### config.mk
export PLATFORM = sky130hd
export DESIGN_NAME = boot_hdr_validator
export DESIGN_NICKNAME = d
export VERILOG_FILES = /design/src/rtl/boot_hdr_pkg.sv /design/src/rtl/boot_hdr_seq.sv /design/src/rtl/boot_hdr_lefield.sv /design/src/rtl/boot_hdr_judge.sv /design/src/rtl/boot_hdr_validator.sv
export SDC_FILE = /design/constraint.sdc
export NUM_CORES = 1
export LEC_CHECK = 0
export BUFFER_PORTS_ARGS = -buffer_cell sky130_fd_sc_hd__buf_4
export CAP_MARGIN = 20
export CORE_ASPECT_RATIO = 1.1
export CORE_UTILIZATION = 39
export CTS_CLUSTER_DIAMETER = 50
export DETAILED_ROUTE_END_ITERATION = 8
export HOLD_SLACK_MARGIN = 0.08
export PLACE_DENSITY = 0.6
export SYNTH_ARGS = -nofsm -noshare
export SYNTH_HDL_FRONTEND = slang
export SYNTH_SLANG_ARGS = --single-unit
### constraint.sdc
create_clock -name clk -period 2 [get_ports clk]
set_input_delay 0.4 -clock clk [delete_from_list [all_inputs] [get_ports clk]]
set_output_delay 0.4 -clock clk [all_outputs]
set_load 0.005 [all_outputs]
### src/rtl/boot_hdr_pkg.sv
package boot_hdr_pkg;

  typedef enum logic [2:0] {
    RSN_NONE      = 3'd0,
    RSN_BAD_ID    = 3'd1,
    RSN_BAD_VER   = 3'd2,
    RSN_ZERO_SIZE = 3'd3,
    RSN_MISALIGN  = 3'd4,
    RSN_SMALL_OFS = 3'd5
  } reason_e;

  // identifier bytes 'P','H','C','M' packed little-endian
  localparam logic [31:0] ID_WORD = 32'h4D43_4850;

  localparam int unsigned POS_VER   = 4;
  localparam int unsigned POS_SPI   = 5;
  localparam int unsigned POS_FLAGS = 6;
  localparam int unsigned POS_RCMD  = 7;
  localparam int unsigned POS_LOAD  = 8;
  localparam int unsigned POS_ENTRY = 12;
  localparam int unsigned POS_UNITS = 16;
  localparam int unsigned POS_POFS  = 20;

endpackage

### src/rtl/boot_hdr_seq.sv
module boot_hdr_seq #(
  parameter int unsigned HDR_BYTES = 320,
  parameter int unsigned IDX_W     = 9
) (
  input  logic             clk,
  input  logic             rst_n,
  input  logic             start_i,
  input  logic             vld_i,
  output logic             accept_o,
  output logic             last_o,
  output logic [IDX_W-1:0] idx_o
);

  localparam logic [IDX_W-1:0] LAST_IDX = IDX_W'(HDR_BYTES - 1);

  logic             open_q, open_d;
  logic [IDX_W-1:0] idx_q, idx_d;
  logic             en;

  assign accept_o = open_q & vld_i & ~start_i;
  assign last_o   = accept_o & (idx_q == LAST_IDX);
  assign idx_o    = idx_q;
  assign en       = start_i | accept_o;

  always_comb begin
    open_d = open_q;
    idx_d  = idx_q;
    if (start_i) begin
      open_d = 1'b1;
      idx_d  = '0;
    end else if (accept_o) begin
      open_d = ~last_o;
      idx_d  = last_o ? '0 : idx_q + 1'b1;
    end
  end

  always_ff @(posedge clk or negedge rst_n) begin
    if (!rst_n) begin
      open_q <= 1'b0;
      idx_q  <= '0;
    end else if (en) begin
      open_q <= open_d;
      idx_q  <= idx_d;
    end
  end

endmodule

### src/rtl/boot_hdr_lefield.sv
module boot_hdr_lefield #(
  parameter int unsigned BASE   = 8,
  parameter int unsigned NBYTES = 4,
  parameter int unsigned IDX_W  = 9
) (
  input  logic                  clk,
  input  logic                  rst_n,
  input  logic                  clr_i,
  input  logic                  accept_i,
  input  logic [IDX_W-1:0]      idx_i,
  input  logic [7:0]            byte_i,
  output logic [8*NBYTES-1:0]   value_o
);

  for (genvar g = 0; g < NBYTES; g++) begin : g_lane
    localparam logic [IDX_W-1:0] LANE_IDX = IDX_W'(BASE + g);
    logic       en;
    logic [7:0] lane_d, lane_q;

    assign en     = clr_i | (accept_i & (idx_i == LANE_IDX));
    assign lane_d = clr_i ? 8'h00 : byte_i;

    always_ff @(posedge clk or negedge rst_n) begin
      if (!rst_n)  lane_q <= 8'h00;
      else if (en) lane_q <= lane_d;
    end

    assign value_o[8*g +: 8] = lane_q;
  end

endmodule

### src/rtl/boot_hdr_judge.sv
module boot_hdr_judge
  import boot_hdr_pkg::*;
#(
  parameter int unsigned HDR_BYTES = 320,
  parameter int unsigned UNIT_LOG2 = 7,
  parameter logic [7:0]  VERSION   = 8'h03,
  parameter int unsigned IDX_W     = 9
) (
  input  logic             clk,
  input  logic             rst_n,
  input  logic             start_i,
  input  logic             accept_i,
  input  logic             last_i,
  input  logic [IDX_W-1:0] idx_i,
  input  logic [7:0]       byte_i,
  input  logic [7:0]       units_lo_i,
  input  logic [23:0]      pofs_lo_i,
  output logic             done_o,
  output logic             pass_o,
  output logic [2:0]       reason_o
);

  localparam logic [IDX_W-1:0] I_VER    = IDX_W'(POS_VER);
  localparam logic [IDX_W-1:0] I_UNITHI = IDX_W'(POS_UNITS + 1);
  localparam logic [IDX_W-1:0] I_POFS0  = IDX_W'(POS_POFS);
  localparam logic [IDX_W-1:0] I_POFS3  = IDX_W'(POS_POFS + 3);
  localparam logic [31:0]      MIN_OFS  = 32'(HDR_BYTES);

  reason_e hit;
  reason_e reason_q, reason_d;
  logic    fail_q, fail_d;
  logic    done_q, done_d;
  logic    en;

  always_comb begin
    hit = RSN_NONE;
    if (idx_i < IDX_W'(4)) begin
      if (byte_i != ID_WORD[8*idx_i[1:0] +: 8]) hit = RSN_BAD_ID;
    end else if (idx_i == I_VER) begin
      if (byte_i != VERSION) hit = RSN_BAD_VER;
    end else if (idx_i == I_UNITHI) begin
      if ({byte_i, units_lo_i} == 16'h0000) hit = RSN_ZERO_SIZE;
    end else if (idx_i == I_POFS0) begin
      if (byte_i[UNIT_LOG2-1:0] != '0) hit = RSN_MISALIGN;
    end else if (idx_i == I_POFS3) begin
      if ({byte_i, pofs_lo_i} < MIN_OFS) hit = RSN_SMALL_OFS;
    end
  end

  assign en = start_i | accept_i;

  always_comb begin
    fail_d   = fail_q;
    reason_d = reason_q;
    done_d   = done_q;
    if (start_i) begin
      fail_d   = 1'b0;
      reason_d = RSN_NONE;
      done_d   = 1'b0;
    end else if (accept_i) begin
      if (!fail_q && hit != RSN_NONE) begin
        fail_d   = 1'b1;
        reason_d = hit;
      end
      if (last_i) done_d = 1'b1;
    end
  end

  always_ff @(posedge clk or negedge rst_n) begin
    if (!rst_n) begin
      fail_q   <= 1'b0;
      reason_q <= RSN_NONE;
      done_q   <= 1'b0;
    end else if (en) begin
      fail_q   <= fail_d;
      reason_q <= reason_d;
      done_q   <= done_d;
    end
  end

  assign done_o   = done_q;
  assign pass_o   = done_q & ~fail_q;
  assign reason_o = done_q ? reason_q : 3'd0;

endmodule

### src/rtl/boot_hdr_validator.sv
module boot_hdr_validator
  import boot_hdr_pkg::*;
#(
  parameter int unsigned HDR_BYTES = 320,
  parameter int unsigned UNIT_LOG2 = 7,
  parameter logic [7:0]  VERSION   = 8'h03
) (
  input  logic        clk,
  input  logic        rst_n,
  input  logic        start_i,
  input  logic        byte_vld_i,
  input  logic [7:0]  byte_i,
  output logic        done_o,
  output logic        pass_o,
  output logic [2:0]  reason_o,
  output logic [31:0] load_addr_o,
  output logic [31:0] entry_addr_o,
  output logic [15:0] payload_units_o,
  output logic [31:0] payload_ofs_o,
  output logic [7:0]  spi_cfg_o,
  output logic [7:0]  ldr_flags_o,
  output logic [7:0]  read_cmd_o,
  output logic        fast_clk_o,
  output logic        auth_en_o,
  output logic        encrypted_o,
  output logic        flags_fixed_ok_o
);

  localparam int unsigned IDX_W = $clog2(HDR_BYTES);

  logic             accept;
  logic             last;
  logic [IDX_W-1:0] idx;

  boot_hdr_seq #(.HDR_BYTES(HDR_BYTES), .IDX_W(IDX_W)) u_seq (
    .clk(clk), .rst_n(rst_n), .start_i(start_i), .vld_i(byte_vld_i),
    .accept_o(accept), .last_o(last), .idx_o(idx)
  );

  boot_hdr_lefield #(.BASE(POS_LOAD), .NBYTES(4), .IDX_W(IDX_W)) u_load (
    .clk(clk), .rst_n(rst_n), .clr_i(start_i), .accept_i(accept),
    .idx_i(idx), .byte_i(byte_i), .value_o(load_addr_o)
  );

  boot_hdr_lefield #(.BASE(POS_ENTRY), .NBYTES(4), .IDX_W(IDX_W)) u_entry (
    .clk(clk), .rst_n(rst_n), .clr_i(start_i), .accept_i(accept),
    .idx_i(idx), .byte_i(byte_i), .value_o(entry_addr_o)
  );

  boot_hdr_lefield #(.BASE(POS_UNITS), .NBYTES(2), .IDX_W(IDX_W)) u_units (
    .clk(clk), .rst_n(rst_n), .clr_i(start_i), .accept_i(accept),
    .idx_i(idx), .byte_i(byte_i), .value_o(payload_units_o)
  );

  boot_hdr_lefield #(.BASE(POS_POFS), .NBYTES(4), .IDX_W(IDX_W)) u_pofs (
    .clk(clk), .rst_n(rst_n), .clr_i(start_i), .accept_i(accept),
    .idx_i(idx), .byte_i(byte_i), .value_o(payload_ofs_o)
  );

  boot_hdr_lefield #(.BASE(POS_SPI), .NBYTES(1), .IDX_W(IDX_W)) u_spi (
    .clk(clk), .rst_n(rst_n), .clr_i(start_i), .accept_i(accept),
    .idx_i(idx), .byte_i(byte_i), .value_o(spi_cfg_o)
  );

  boot_hdr_lefield #(.BASE(POS_FLAGS), .NBYTES(1), .IDX_W(IDX_W)) u_flags (
    .clk(clk), .rst_n(rst_n), .clr_i(start_i), .accept_i(accept),
    .idx_i(idx), .byte_i(byte_i), .value_o(ldr_flags_o)
  );

  boot_hdr_lefield #(.BASE(POS_RCMD), .NBYTES(1), .IDX_W(IDX_W)) u_rcmd (
    .clk(clk), .rst_n(rst_n), .clr_i(start_i), .accept_i(accept),
    .idx_i(idx), .byte_i(byte_i), .value_o(read_cmd_o)
  );

  boot_hdr_judge #(
    .HDR_BYTES(HDR_BYTES), .UNIT_LOG2(UNIT_LOG2), .VERSION(VERSION), .IDX_W(IDX_W)
  ) u_judge (
    .clk(clk), .rst_n(rst_n), .start_i(start_i), .accept_i(accept),
    .last_i(last), .idx_i(idx), .byte_i(byte_i),
    .units_lo_i(payload_units_o[7:0]), .pofs_lo_i(payload_ofs_o[23:0]),
    .done_o(done_o), .pass_o(pass_o), .reason_o(reason_o)
  );

  assign fast_clk_o       = ldr_flags_o[0];
  assign auth_en_o        = ldr_flags_o[6];
  assign encrypted_o      = ldr_flags_o[7];
  assign flags_fixed_ok_o = (ldr_flags_o[5:3] == 3'b111);

endmodule

After elaboration in Yosys (flattened, before gate mapping)
Index checks and enable logic that the tools add are counted.
{"block": "word_totals", "ff_bits": 151, "latchBits": 0, "mem_bits_rw": 0, "romBits": 0, "in_bits": 12, "out_inout_bits": 145, "elab_cells": 127, "n_memories": 0}
{"block": "classes", "n_addsub": 1, "multipliers": 0, "n_div": 0, "n_lt_le_gt_ge": 2, "n_eq_ne": 22, "shifts": 1, "muxes": 26, "n_bitwise": 42, "n_reduce_logical": 11}
{"op": "$eq A9 B4 Y1 const B", "count": 8}
{"op": "$eq A9 B5 Y1 const B", "count": 6}
{"op": "$eq A9 B3 Y1 const B", "count": 4}
{"op": "$mux W3", "count": 11}
{"op": "$lt A32 B9 Y1 const B", "count": 1}
{"op": "$shiftx A32 B6 Y8 const A", "count": 1}
{"op": "$mux W9", "count": 3}
{"op": "$and A1 B1 Y1", "count": 21}
{"op": "$or A1 B1 Y1", "count": 18}
{"op": "$logic_not A16 Y1", "count": 1}
{"op": "$add A9 B1 Y9 const B", "count": 1}
{"op": "$eq A9 B9 Y1 const B", "count": 1}
{"op": "$lt A9 B3 Y1 const B", "count": 1}
{"op": "$mux W1", "count": 9}
{"op": "$mux W8", "count": 1}
{"op": "$ne A8 B2 Y1 const B", "count": 1}
{"op": "$ne A8 B8 Y1", "count": 1}
{"op": "$reduce_bool A7 Y1", "count": 1}
{"op": "$reduce_and A3 Y1", "count": 2}
{"op": "$reduce_bool A2 Y1", "count": 3}
{"op": "$mux W2", "count": 2}
{"op": "$eq A3 B3 Y1 const B", "count": 1}
{"op": "$not A1 Y1", "count": 3}
{"op": "$reduce_bool A3 Y1", "count": 1}
{"op": "3 further kinds", "count": 3}

Longest topological paths before layout
{"block": "depth", "word_depth": 12, "mapped_depth": 9, "mapped_depth_nobuf": 8}

Cells and area by module
Synthesis repeated with hierarchy kept, for this count alone.
{"block": "hier_totals", "cells_unflattened": 661, "hier_area_um2": 7693.6}
{"module": "boot_hdr_lefield at u_entry ...", "instances": 2, "cells_each": 117, "area_per_inst_um2": 1476.4, "seq_area_each_um2": 800.8}
{"module": "boot_hdr_lefield at u_load", "instances": 1, "cells_each": 117, "area_per_inst_um2": 1512.7, "seq_area_each_um2": 800.8}
{"module": "boot_hdr_lefield at u_flags ...", "instances": 2, "cells_each": 37, "area_per_inst_um2": 421.7, "seq_area_each_um2": 200.2}
{"module": "boot_hdr_lefield at u_units", "instances": 1, "cells_each": 63, "area_per_inst_um2": 798.3, "seq_area_each_um2": 400.4}
{"module": "boot_hdr_judge", "instances": 1, "cells_each": 74, "area_per_inst_um2": 571.8, "seq_area_each_um2": 125.1}
{"module": "boot_hdr_seq", "instances": 1, "cells_each": 59, "area_per_inst_um2": 558.0, "seq_area_each_um2": 250.2}
{"module": "boot_hdr_lefield at u_rcmd", "instances": 1, "cells_each": 36, "area_per_inst_um2": 427.9, "seq_area_each_um2": 200.2}
{"module": "boot_hdr_validator", "instances": 1, "cells_each": 4, "area_per_inst_um2": 28.8, "seq_area_each_um2": 0.0}

Worst setup path after synthesis
Ideal clock, no wire load.
{"block": "synth_path", "path_type": "reg-to-reg", "startpoint": "register u_seq.idx_q[0], in the netlist u_seq.idx_o[0]", "endpoint": "register u_judge.fail_q", "setup_time_ns": 0.078, "t_arrival_ns": 2.023, "required_ns": 1.922, "setup_slack_ns": -0.101, "stages_incl_launch_ff": 10, "path_buffers": 1, "synth_period_minus_slack_ns": 2.101, "path_cell_list": "dfrtp_1 inv_1 ha_1 buf_2 nor4_1 nand4_1 nor4_2 nor2b_1 a31o_2 a21oi_1"}
{"block": "synth_between", "elab_chain_cells": 10, "word_cells_on_any_way": 17, "classes_between": "order compare: 1; eq/ne: 5; shift: 1; mux: 6; reduce/logical: 4"}
{"item": "start: declaration", "line_no": "boot_hdr_seq.sv:17", "text": "logic [IDX_W-1:0] idx_q, idx_d;"}
{"item": "start signal: assignment", "line_no": "boot_hdr_seq.sv:43", "text": "idx_q <= idx_d;"}
{"item": "branches (longest 5 deep; another with $shiftx A32 B6 Y8)"}
{"item": "$mux W3 *", "line_no": "boot_hdr_judge.sv:37", "text": "if (idx_i < IDX_W'(4)) begin"}
{"item": "$reduce_bool A3 Y1 *", "line_no": "boot_hdr_judge.sv:61", "text": "if (!fail_q && hit != RSN_NONE) begin"}
{"item": "$logic_and A1 B1 Y1 *", "line_no": "boot_hdr_judge.sv:61"}
{"item": "$reduce_bool A2 Y1 (no source line) *"}
{"item": "$reduce_and A3 Y1 (no source line) *"}
{"item": "end signal: assignment", "line_no": "boot_hdr_judge.sv:75", "text": "fail_q <= fail_d;"}
{"item": "end: declaration", "line_no": "boot_hdr_judge.sv:31", "text": "logic fail_q, fail_d;"}
Mark *: on every way between the ends.
A chain may end at the register's enable or synchronous reset.

Worst setup path in the final report
Ends and elaborated chain as after synthesis.

==> flow_results.org <==
** Status
- Result of the run :: complete, but fails checks
- The checks that failed: setup timing.

** Place
- In this run the cell area measured after placement is 8440 sq um.
- Number of buffers inserted by port buffering :: 156
- Once detailed placement completed, the half-perimeter wirelength came to 13.5 mm.
- The congestion estimate from routability-driven global placement came to 0.928.

** Global route
- Maximum number of pins on one net before global-route repair :: 145
- Vias in the first global route :: 5626
- For this run, the total global-route usage over all layers was measured as 23.3%.
- The initial antenna violation count is 0.
- Wire length of the first global-routing pass :: 31.9 mm
- The total overflow left after global routing is 0.

** Clock tree
- Clock Latency Late Sink :: 420 ps
- Cts bufs inserted :: 17
- CTS clk-pin slew, worst paths :: 60 ps
- Clock tree sinks :: 151
- TritonCTS built the clock tree.
- Largest buffer count on any clock path :: 2
- CTS H-tree lvls :: 4
- CTS placed an instance of sky130_fd_sc_hd__clkbuf_16 at the clock tree root.

** Timing
- Unrepaired setup endpoints after global routing :: yes
- The worst path uses 101% of the clock period.
- Setup violations remaining at the end of the flow were counted as 2.
- In this run the tightest slew margin relative to its limit is 50.6%.
- Post-route minimum period :: 2020 ps
- Timing would allow up to 494 MHz.
- Actual transition at the worst max-transition pin :: 741 ps
- Final worst-path setup slack :: -24.4 ps
- Across all hold checks on the routed design, the worst slack comes to 270 ps.
- The number of hold violations in the final report is 0.
- Worst-case clock skew :: 5.99 ps
- The count of final max-slew check failures came to 0.

** Worst setup path
- Of all nets on the critical path, the largest fanout is 4.
- For the worst setup path, the data required time is 2350 ps.
- Worst endpoint data arrival time :: 2370 ps
- Critical setup path kind :: flip-flop to flip-flop
- STA classifies the critical path startpoint as a flip-flop.
- Endpoint kind of the worst setup timing path :: flip-flop

** Synth
- Xor and xnor fraction of the mapped netlist area :: 1.29%
- The synthesized netlist devotes 0.739% of its cell area to adder and majority cells.
- Complex-gate fraction of the synthesized area :: 5.27%
- Share of synthesized area occupied by flip-flops and latches :: 55.8%
- Main area contributors after synthesis :: sky130_fd_sc_hd__dfrtp_1 (56%), sky130_fd_sc_hd__mux2i_1 (13%), sky130_fd_sc_hd__nor2_1 (5.7%)
- Netlist Area Pre-Place :: 6770 sq um
- A synthesized cell averages 10.1 sq um.
- The Yosys step of the flow raised 0 warnings.
- Of the post-synthesis cell area, the part taken by muxes is 13.0%.
- By area, the combinational part of the netlist is dominated by simple AND/OR/NAND/NOR gates.
- Post-Synth Simple-Gate Area :: 20.1%
- Of all cell types, the one taking the most synthesized area is sky130_fd_sc_hd__dfrtp_1.
- After synthesis the netlist holds a flip-flop and latch count of 151.
- Counting every instance in the synthesized netlist gives 668.
- The number of different library cells used by synthesis comes to 40.
- Synthesis produced a netlist with a net count of 684.
- For this run, the leading register cell type out of synthesis is sky130_fd_sc_hd__dfrtp_1.
- Number of enable-type register cells in the synthesized netlist :: 0
- Proportion of netlist area held by the largest area contributor :: 55.8%
- In the synthesized netlist the async set-or-reset flop fraction comes to 100%.

** Route
- Via-per-instance ratio :: 5.19
- Routed len/inst :: 18.7 um
- The pre-antenna-repair detailed-routing pass consisted of 6 iterations.
- Detailed routing inserted a total of 5676 vias.
- For this run, design rule violations remaining after detail routing come to 0.
- The detailed router finished its first iteration with 453 violations.
- Wires add up to 20.4 mm.
- Antenna Nets Post-Route :: 0

** Floorplan
- Measured along the y axis, the die boundary spans 140 um.
- During I/O placement, the number of pins put on the boundary was 157.
- Chip Width :: 128 um
- The floorplan step defined a die boundary enclosing 17900 sq um.
- Row generation in the floorplan step produced 50 rows.
- Placeable Area :: 17000 sq um
- The initial utilization of the core area, before any placement, comes to 39.8%.

** Hold path
- Min-delay worst type :: input port to flip-flop

** Cells and area
- After the last flow step, the layout net total stands at 863.
- Cells with a size suffix above 1 make up 33.4% of the layout.
- From synthesis to final layout, the design area changed by 37.7%.
- After routing the design area is 9330 sq um.
- Number of antenna diodes :: 0

** Power and ir drop
- Static power due to leakage :: 0.00462 uW
- VDD IR-drop max :: 518 uV
- For this design the ratio of total power to cell area is 724 nW/um^2.

** Run
- Across the run, the number of max-cap violations was 0.
-- kinds of logic after synthesis --
logic type,count (synthesis)
AO/OA/AOI/OAI,67
AND/OR/NAND/NOR,288
multiplexers,88
buffers and inverters,60
flip-flops,151
XOR/XNOR,10
adder cells (fa/ha/maj),4
-- placed cells by master, fill, tap and decap left out, types with 3 or more instances in the layout --
| cell | count |
|---|---|
| sky130_fd_sc_hd__a21oi_1 | 54 |
| sky130_fd_sc_hd__nand3_1 | 57 |
| sky130_fd_sc_hd__nor3b_2 | 4 |
| sky130_fd_sc_hd__nand3b_1 | 3 |
| sky130_fd_sc_hd__clkbuf_16 | 18 |
| sky130_fd_sc_hd__nand2_2 | 6 |
| sky130_fd_sc_hd__nor4_4 | 4 |
| sky130_fd_sc_hd__nand2_1 | 64 |
| sky130_fd_sc_hd__buf_6 | 6 |
| sky130_fd_sc_hd__dfrtp_2 | 6 |
| sky130_fd_sc_hd__dfrtp_1 | 145 |
| sky130_fd_sc_hd__nor2_1 | 101 |
| sky130_fd_sc_hd__mux2i_1 | 87 |
| sky130_fd_sc_hd__o21ai_0 | 6 |
| sky130_fd_sc_hd__clkinvlp_4 | 3 |
| sky130_fd_sc_hd__and2_1 | 4 |
| sky130_fd_sc_hd__xnor2_1 | 4 |
| sky130_fd_sc_hd__nand2b_1 | 3 |
| sky130_fd_sc_hd__nor2_4 | 3 |
| sky130_fd_sc_hd__nor2b_1 | 4 |
| sky130_fd_sc_hd__nand4_1 | 5 |
| sky130_fd_sc_hd__xor2_1 | 6 |
| sky130_fd_sc_hd__nor4_1 | 6 |
| sky130_fd_sc_hd__and3_1 | 4 |
| sky130_fd_sc_hd__buf_12 | 7 |
| sky130_fd_sc_hd__bufinv_16 | 3 |
| sky130_fd_sc_hd__clkbuf_1 | 3 |
| sky130_fd_sc_hd__buf_4 | 200 |
-- through the flow --
step / instances / utilization [%] / setup WS, ps / power (uW) / TNS, ps
2_1_floorplan: 668 / - / 9.39 / 3290 / 0
3_3_place_gp: 1050 / 49.6 / -48.3 / 3500 / -80.2
3_5_place_dp: 1050 / 49.6 / -109 / 3500 / -725
4_1_cts: 1084 / 53.6 / 4.17 / 6800 / 0
5_1_grt: 1094 / 54.8 / -143 / 6990 / -442
6_report: 1094 / 54.8 / -24.4 / 6750 / -30.6
-- where the power goes --
part	internal [uW]	switching [uW]
sequential	3060	7.50
combinational	123	284
clock	2000	1270
total	5180	1570
-- cell usage after synthesis (2+ instances only) --
cell                       instances
sky130_fd_sc_hd__clkbuf_1         36
sky130_fd_sc_hd__inv_1             4
sky130_fd_sc_hd__nand3_1          57
sky130_fd_sc_hd__nor2_4            2
sky130_fd_sc_hd__a21oi_1          55
sky130_fd_sc_hd__dfrtp_1         151
sky130_fd_sc_hd__nor3b_1           5
sky130_fd_sc_hd__buf_2            13
sky130_fd_sc_hd__nand3b_1          3
sky130_fd_sc_hd__nand2b_1          4
sky130_fd_sc_hd__buf_1             2
sky130_fd_sc_hd__nor4_4            2
sky130_fd_sc_hd__o21ai_0           6
sky130_fd_sc_hd__nor2b_1           6
sky130_fd_sc_hd__mux2i_1          88
sky130_fd_sc_hd__nor2_1          103
sky130_fd_sc_hd__xnor2_1           4
sky130_fd_sc_hd__buf_4             5
sky130_fd_sc_hd__nor4_1            7
sky130_fd_sc_hd__nor3_2            2
sky130_fd_sc_hd__or3_1             2
sky130_fd_sc_hd__and3_1            4
sky130_fd_sc_hd__nand4_1           5
sky130_fd_sc_hd__nor3_1            4
sky130_fd_sc_hd__ha_1              4
sky130_fd_sc_hd__nand2_1          71
sky130_fd_sc_hd__xor2_1            6
sky130_fd_sc_hd__o21a_1            2
sky130_fd_sc_hd__and2_1            4
-- registers in the layout, indices dropped and copies added, names as in the netlist --
name                   cells
u_rcmd.value_o             8
u_flags.value_o            8
u_pofs.g_lane.lane_q      32
u_entry.g_lane.lane_q     32
u_spi.value_o              8
u_units.g_lane.lane_q     16
u_judge.reason_q           3
u_judge.fail_q             1
u_seq.idx_o                9
u_load.g_lane.lane_q      32
u_judge.done_o             1
u_seq.open_q               1
-- path summary, 6_finish.rpt --
kind,startpoint,endpoint,slack (ps),depth (start not counted)
max,u_seq.idx_o[0],u_judge.fail_q,-20,8
min,start_i,u_seq.idx_o[4],270,2
max reg2reg,u_seq.idx_o[0],u_judge.fail_q,-20,8
min reg2reg,u_rcmd.value_o[4],u_rcmd.value_o[4],520,2
max in group asynchronous,rst_n,u_seq.idx_o[8],830,3
min in group asynchronous,rst_n,u_judge.reason_q[2],460,2
-- worst max-delay path, stage by stage (launching register included) --
cell and delay [ps]:
sky130_fd_sc_hd__dfrtp_1 410, sky130_fd_sc_hd__ha_2 220, sky130_fd_sc_hd__buf_6 130, sky130_fd_sc_hd__nor3b_2 180, sky130_fd_sc_hd__nand4_1 170, sky130_fd_sc_hd__nor4_4 350, sky130_fd_sc_hd__nor2b_1 110, sky130_fd_sc_hd__a31o_2 250
sky130_fd_sc_hd__a21oi_2 120
-- repair_timing --
item,CTS,global route
hold endpoints to repair,40,0
setup buffers,1,9
hold buffers,1,0
gates resized for setup,12,35
cloned,0,1
endpoints found under the setup margin,44,116
pin swaps,1,15
-- routing by layer --
metal	share of wire (%)	track usage, %	vias up
li1	-	-	2619
met1	43	30.7	2800
met2	47	35.7	228
met3	8.8	8.82	29
met4	1.5	6.69	0
met5	0	0	-
-- area by class of cell --
class | instances | area [sq um]
well taps | 234 | 293
inverters | 4 | 15.0
fillers | 1514 | 7690
clock buffers | 21 | 450
multi-input cells | 457 | 2870
clock inverters | 11 | 149
repair buffers | 216 | 1760
flip-flops and latches | 151 | 3790
Note: power is estimated with default switching activity, not from simulation.
